### src/rtl/sbsr_pkg.sv
package sbsr_pkg;
    typedef enum logic [2:0] {
        MD_CLEAR  = 3'd0,
        MD_XFER   = 3'd1,
        MD_DIRECT = 3'd2,
        MD_SHIFT  = 3'd3,
        MD_HOLD   = 3'd4
    } sbsr_mode_e;

    typedef enum logic {
        EDG_LOW  = 1'b0,
        EDG_HIGH = 1'b1
    } edge_state_e;
endpackage

### src/rtl/sbsr_sync.sv
module sbsr_sync #(
    parameter int W      = 1,
    parameter int STAGES = 2
) (
    input  logic         clk,
    input  logic         rst_n,
    input  logic [W-1:0] d,
    output logic [W-1:0] q
);
    logic [W-1:0] chain [STAGES];

    genvar s;
    generate
        for (s = 0; s < STAGES; s++) begin : g_stage
            if (s == 0) begin : g_first
                always_ff @(posedge clk or negedge rst_n) begin
                    if (!rst_n) chain[0] <= '0;
                    else        chain[0] <= d;
                end
            end else begin : g_rest
                always_ff @(posedge clk or negedge rst_n) begin
                    if (!rst_n) chain[s] <= '0;
                    else        chain[s] <= chain[s-1];
                end
            end
        end
    endgenerate

    assign q = chain[STAGES-1];
endmodule

### src/rtl/sbsr_edge.sv
module sbsr_edge
    import sbsr_pkg::*;
(
    input  logic clk,
    input  logic rst_n,
    input  logic lvl,
    output logic rise
);
    edge_state_e state, state_nx;

    always_ff @(posedge clk or negedge rst_n) begin
        if (!rst_n) state <= EDG_LOW;
        else        state <= state_nx;
    end

    always_comb begin
        state_nx = state;
        rise     = 1'b0;
        unique case (state)
            EDG_LOW: begin
                if (lvl) begin
                    state_nx = EDG_HIGH;
                    rise     = 1'b1;
                end
            end
            EDG_HIGH: begin
                if (!lvl) state_nx = EDG_LOW;
            end
            default: state_nx = EDG_LOW;
        endcase
    end


    rise_once_chk: assert property (@(posedge clk) disable iff (!rst_n)
        rise |=> !rise);
endmodule

### src/rtl/sbsr_stor.sv
module sbsr_stor #(
    parameter int WIDTH = 8
) (
    input  logic             clk,
    input  logic             rst_n,
    input  logic             cap,
    input  logic [WIDTH-1:0] d,
    output logic [WIDTH-1:0] q
);
    always_ff @(posedge clk or negedge rst_n) begin
        if (!rst_n)   q <= '0;
        else if (cap) q <= d;
    end
endmodule

### src/rtl/sbsr_core.sv
module sbsr_core
    import sbsr_pkg::*;
#(
    parameter int WIDTH = 8
) (
    input  logic             clk,
    input  logic             rst_n,
    input  logic             clr_n,
    input  logic             sck_lvl,
    input  logic             sck_rise,
    input  logic             sen_n,
    input  logic             ld_n,
    input  logic             st_rise,
    input  logic             ser_bit,
    input  logic [WIDTH-1:0] par_in,
    input  logic [WIDTH-1:0] stor_q,
    output logic [WIDTH-1:0] q
);
    sbsr_mode_e       mode;
    logic [WIDTH-1:0] q_nx;

    always_comb begin
        if (!clr_n)                           mode = MD_CLEAR;
        else if (!sck_lvl && !ld_n && st_rise) mode = MD_XFER;
        else if (!sck_lvl && !ld_n)            mode = MD_DIRECT;
        else if (sck_rise && ld_n && !sen_n)   mode = MD_SHIFT;
        else                                   mode = MD_HOLD;
    end

    always_comb begin
        q_nx = q;
        unique case (mode)
            MD_CLEAR:  q_nx = '0;
            MD_XFER:   q_nx = stor_q;
            MD_DIRECT: q_nx = par_in;
            MD_SHIFT:  q_nx = {q[WIDTH-2:0], ser_bit};
            MD_HOLD:   q_nx = q;
            default:   q_nx = q;
        endcase
    end

    always_ff @(posedge clk or negedge rst_n) begin
        if (!rst_n) q <= '0;
        else        q <= q_nx;
    end


    clear_zero_chk: assert property (@(posedge clk) disable iff (!rst_n)
        !clr_n |=> (q == '0));


    shift_step_chk: assert property (@(posedge clk) disable iff (!rst_n)
        (clr_n && ld_n && sck_rise && !sen_n)
        |=> (q == {$past(q[WIDTH-2:0]), $past(ser_bit)}));


    xfer_copy_chk: assert property (@(posedge clk) disable iff (!rst_n)
        (clr_n && !sck_lvl && !ld_n && st_rise) |=> (q == $past(stor_q)));


    direct_copy_chk: assert property (@(posedge clk) disable iff (!rst_n)
        (clr_n && !sck_lvl && !ld_n && !st_rise) |=> (q == $past(par_in)));


    load_lock_chk: assert property (@(posedge clk) disable iff (!rst_n)
        (clr_n && sck_lvl && !ld_n) |=> $stable(q));


    idle_hold_chk: assert property (@(posedge clk) disable iff (!rst_n)
        (clr_n && ld_n && !(sck_rise && !sen_n)) |=> $stable(q));
endmodule

### src/rtl/sbsr_top.sv
module sbsr_top #(
    parameter int WIDTH       = 8,
    parameter int SYNC_STAGES = 2
) (
    input  logic             clk,
    input  logic             rst_n,
    input  logic [WIDTH-1:0] port_in,
    output logic [WIDTH-1:0] port_out,
    output logic             port_drive,
    input  logic             stor_clk,
    input  logic             shf_clk,
    input  logic             shf_en_n,
    input  logic             load_n,
    input  logic             clear_n,
    input  logic             ser_sel,
    input  logic             ser_in0,
    input  logic             ser_in1,
    input  logic             port_hiz,
    output logic             ser_out
);
    localparam int NCTL = 9;
    localparam int SW   = WIDTH + NCTL;

    logic [SW-1:0]    raw_v, syn_v;
    logic [WIDTH-1:0] par_s, stor_q, q;
    logic st_s, sck_s, sen_s, ld_s, clr_s, sel_s, s0_s, s1_s, hiz_s;
    logic st_rise, sck_rise, ser_bit;

    // Inverted on entry so that the synchroniser's zero reset reads as
    // "released" for the active-low pins and "driving" for the float pin.
    assign raw_v = {port_in, stor_clk, shf_clk, ~shf_en_n, ~load_n,
                    ~clear_n, ser_sel, ser_in0, ser_in1, port_hiz};

    sbsr_sync #(.W(SW), .STAGES(SYNC_STAGES)) u_sync (
        .clk(clk), .rst_n(rst_n), .d(raw_v), .q(syn_v)
    );

    logic sen_a, ld_a, clr_a;
    assign {par_s, st_s, sck_s, sen_a, ld_a, clr_a, sel_s, s0_s, s1_s, hiz_s} = syn_v;
    assign sen_s = ~sen_a;
    assign ld_s  = ~ld_a;
    assign clr_s = ~clr_a;

    sbsr_edge u_st_edge (.clk(clk), .rst_n(rst_n), .lvl(st_s),  .rise(st_rise));
    sbsr_edge u_sk_edge (.clk(clk), .rst_n(rst_n), .lvl(sck_s), .rise(sck_rise));

    sbsr_stor #(.WIDTH(WIDTH)) u_stor (
        .clk(clk), .rst_n(rst_n), .cap(st_rise), .d(par_s), .q(stor_q)
    );

    assign ser_bit = sel_s ? s1_s : s0_s;

    sbsr_core #(.WIDTH(WIDTH)) u_core (
        .clk(clk), .rst_n(rst_n), .clr_n(clr_s), .sck_lvl(sck_s),
        .sck_rise(sck_rise), .sen_n(sen_s), .ld_n(ld_s), .st_rise(st_rise),
        .ser_bit(ser_bit), .par_in(par_s), .stor_q(stor_q), .q(q)
    );

    assign port_out   = q;
    assign ser_out    = q[WIDTH-1];
    assign port_drive = ~hiz_s;


    reset_quiet_chk: assert property (@(posedge clk)
        !rst_n |-> (port_out == '0 && port_drive));
endmodule

### config.mk
export PLATFORM = sky130hd
export DESIGN_NAME = sbsr_top
export DESIGN_NICKNAME = d
export VERILOG_FILES = /design/src/rtl/sbsr_pkg.sv /design/src/rtl/sbsr_sync.sv /design/src/rtl/sbsr_edge.sv /design/src/rtl/sbsr_stor.sv /design/src/rtl/sbsr_core.sv /design/src/rtl/sbsr_top.sv
export SDC_FILE = /design/constraint.sdc
export NUM_CORES = 1
export LEC_CHECK = 0
export BUFFER_PORTS_ARGS = -buffer_cell sky130_fd_sc_hd__buf_2
export CAP_MARGIN = 10
export CORE_MARGIN = 2
export CORE_UTILIZATION = 35
export CTS_BUF_LIST = sky130_fd_sc_hd__clkbuf_8 sky130_fd_sc_hd__clkbuf_16
export CTS_CLUSTER_SIZE = 20
export DETAILED_ROUTE_END_ITERATION = 10
export GPL_TIMING_DRIVEN = 0
export PLACE_DENSITY = 0.55
export RECOVER_POWER = 25
export SKIP_LAST_GASP = 1
export SLEW_MARGIN = 20
export SYNTH_ARGS = -nofsm -noshare
export SYNTH_HDL_FRONTEND = slang
export SYNTH_HIERARCHICAL = 1
export SYNTH_SLANG_ARGS = --single-unit
### constraint.sdc
create_clock -name clk -period 1.4 [get_ports clk]
set_input_delay 0.14 -clock clk [delete_from_list [all_inputs] [get_ports clk]]
set_output_delay 0.14 -clock clk [all_outputs]
set_load 0.005 [all_outputs]
==> flow_metrics.py <==
metrics = {
    "clock_tree": {
        "clkTransAtPathRegs_ps": 80,
        "clk_path_buf_depth": 2,
        "cts-buffers-inserted": 5,
        "cts_root_buf": "clkbuf_8",
        "clkSinkCount": 52,
        "h-tree-depth": 2,
        "cts_tree": "yes",
        "clk_latency_ps": 290,
    },
    "setup_path": {
        "startpoint_type": "register",
        "r2r-start": "u_st_edge/state",
        "criticalPathCategory": "register to register",
        "timing.rr.end": "u_core/q[5]",
        "reg2regPathDepth": 5,
        "critPathSlowestCell": "dfrtp_1",
        "worstPathRequired_ps": 1580,
        "crit_chain": "nor2b_4 > buf_8 > mux2i_2 > nor2_1 > a221o_2",
        "critPathMaxFanout": 8,
        "end_kind": "register",
        "reg2reg_slack_ps": 30,
        "slowest_delay_ps": 400,
        "cp.arrival_ps": 1560,
    },
    "floorplanning": {
        "die-area_sq_um": 6044,
        "rows": 26,
        "num_io_pins": 29,
        "initial_core_util_pct": 36.79,
        "die_w_um": 77.74,
        "die_h_um": 77.74,
        "core_area_sq_um": 5172,
    },
    "logic_synthesis": {
        "ys_seq_area_share_pct": 68.38,
        "ys_top_cells_by_area": "dfrtp_1 (68%), buf_4 (7.1%), mux2_4 (7.1%)",
        "synth.distinct_cells": 14,
        "synth.avg_cell_area_sq_um": 15.73,
        "synth_commonest_cells": "dfrtp_1 (52), buf_4 (18), mux2_4 (9)",
        "syn-cell-area_sq_um": 1903,
        "synthFlopType": "dfrtp_1",
        "yosysWarningCount": 6,
        "yosysTopAreaCellShare_pct": 68.38,
        "netlist_instances": 121,
        "synth_edf_count": 0,
        "yosysTopAreaCell": "dfrtp_1",
        "ys_seq_elements": 52,
        "async_flop_share_pct": 100.0,
        "synth_most_common_cell": "dfrtp_1",
        "synth_nets": 140,
    },
    "routing": {
        "postRouteAntennaNets": 0,
        "drc": 0,
        "vias": 1006,
        "wl_um": 2622,
        "wl_per_cell_um": 10.70,
        "drt_iter0_drc": 35,
        "drt_first_pass_iters": 2,
        "viasPerCell": 4.106,
    },
    "global_routing": {
        "grt_pass1_vias": 1000,
        "track_usage_pct": 10.21,
        "grt_start_max_net_pins": 53,
        "grt_pass1_wl_um": 4685,
        "antenna_found_initial": 0,
        "overflow": 0,
    },
    "final_layout": {
        "stdcell_count": 245,
        "final_core_util_pct": 47.65,
        "n_antenna_cell": 0,
        "finalNetCount": 193,
        "drive_above_1_share_pct": 48.00,
        "syn2layout_area_growth_pct": 29.52,
        "fillers": 445,
    },
    "worst_hold_path": {
        "min_to": "u_sync/q[12]",
        "hold_depth": 0,
        "hold_path.class": "register to register",
        "worstHoldStart": "u_sync/chain[29]",
    },
    "power_and_ir_drop": {
        "irDropWorstVdd_mv": 0.5654,
        "p_leak_nw": 1.208,
        "power.total_mw": 3.032,
        "pwr_density_cell_nw_per_um2": 1230,
    },
    "sta": {
        "grt_setup_unrepaired": "true",
        "min_period_over_period_pct": 98.12,
        "worstMarginPinSlew_ps": 630.3,
        "skew_ps": 2.037,
        "setup_violations": 0,
        "slew_violations": 0,
        "max-slew-margin-rel_pct": 57.98,
        "hold_violations": 0,
        "period_minus_slack_ps": 1374,
        "timing.fmax_ghz": 0.7280,
    },
    "place": {
        "place_hpwl_um": 1697,
        "gp_congestion": 0.7289,
        "portBuffers": 28,
        "dp_cells": 219,
    },
    "job": {
        "max-cap-violations": 0,
    },
    "status": {
        "status": "finished, final reports clean",
    },
}
[worst max-delay path, delay by kind of cell, from the launching register on]
family	cells	cell delay [ps]
flip-flops	1	400
AO/OA/AOI/OAI	1	290
AND/OR/NAND/NOR	2	200
buffers and inverters	1	160
multiplexers	1	220
[worst max-delay path by stage]
stage	startpoint	endpoint	cells after the start
floorplan	u_sync/q[8]	u_core/q[0]	6
global placement	u_sync/q[8]	u_core/q[4]	6
detailed placement	u_sync/q[8]	u_core/q[4]	6
CTS	u_sync/q[7]	u_core/q[6]	4
global route	u_sync/q[4]	u_core/q[7]	6
finish	u_st_edge/state	u_core/q[5]	5
[kinds of logic after synthesis]
group	Yosys count	synth area share, %
compound gates	10	5.654
buf+inv	30	10.72
flops	52	68.38
mux	17	11.31
simple gates	12	3.945
[flip-flops by register name, indices dropped and copies added (netlist names)]
name,flops
u_sync/q,17
u_sync/chain,17
u_stor/q,8
u_st_edge/state,1
u_core/q,8
u_sk_edge/state,1
[layout make-up]
class	instances	area [sq um]	area share, %
Sequential cell	52	1301	52.79
Buffer	20	165.2	6.701
Inverter	8	30.03	1.218
Timing Repair Buffer	48	337.8	13.71
Clock buffer	7	96.34	3.909
Clock inverter	1	30.03	1.218
Tap cell	70	87.58	3.553
Multi-Input combinational cell	39	416.7	16.90
[layout by cell type (no fill, tap or decap), drive strengths merged]
cell         instances
mux2                 9
or3b                 1
mux2i                8
clkbuf               7
nor2                 8
inv                  8
bufinv               1
nor2b                2
o21ai                1
dfrtp               52
and4                 1
dlygate4sd3         18
buf                 50
a221o                8
a31oi                1
[routing by layer]
| layer | up-vias | wire (um) | global-route usage [%] |
|---|---|---|---|
| li1 | 487 | - | - |
| met2 | 23 | 1206 | 15.09 |
| met5 | - | 0 | 0 |
| met3 | 5 | 143 | 3.837 |
| met1 | 491 | 1225 | 13.02 |
| met4 | 0 | 46 | 5.357 |
[per-stage QoR]
stage               setup WS [ps]  TNS, ps  hold slack, ps  area, sq um
floorplan                   6.005        0          -155.6         1903
global placement           -118.8   -807.1           247.3         2131
detailed placement         -132.8   -904.5           249.3         2131
CTS                         19.12        0           91.50         2426
global route               -35.19   -161.8           367.6         2465
finish                      26.28        0           353.2         2465
[power breakdown]
part / internal (mW) / switching [mW] / leakage, nW
combinational: 0.197 / 0.112 / 0.522
clock: 0.630 / 0.446 / 0.0645
sequential: 1.60 / 0.0462 / 0.622
[timing repair]
item / 4_1_cts / 5_1_grt
hold endpoints to repair: 17 / 52
pin swaps: 1 / 4
setup endpoints to repair: 8 / 8
hold buffers: 17 / 1
resized for setup: 3 / 8
buffers inserted: 1 / 1
(Power assumes the default switching activity.)
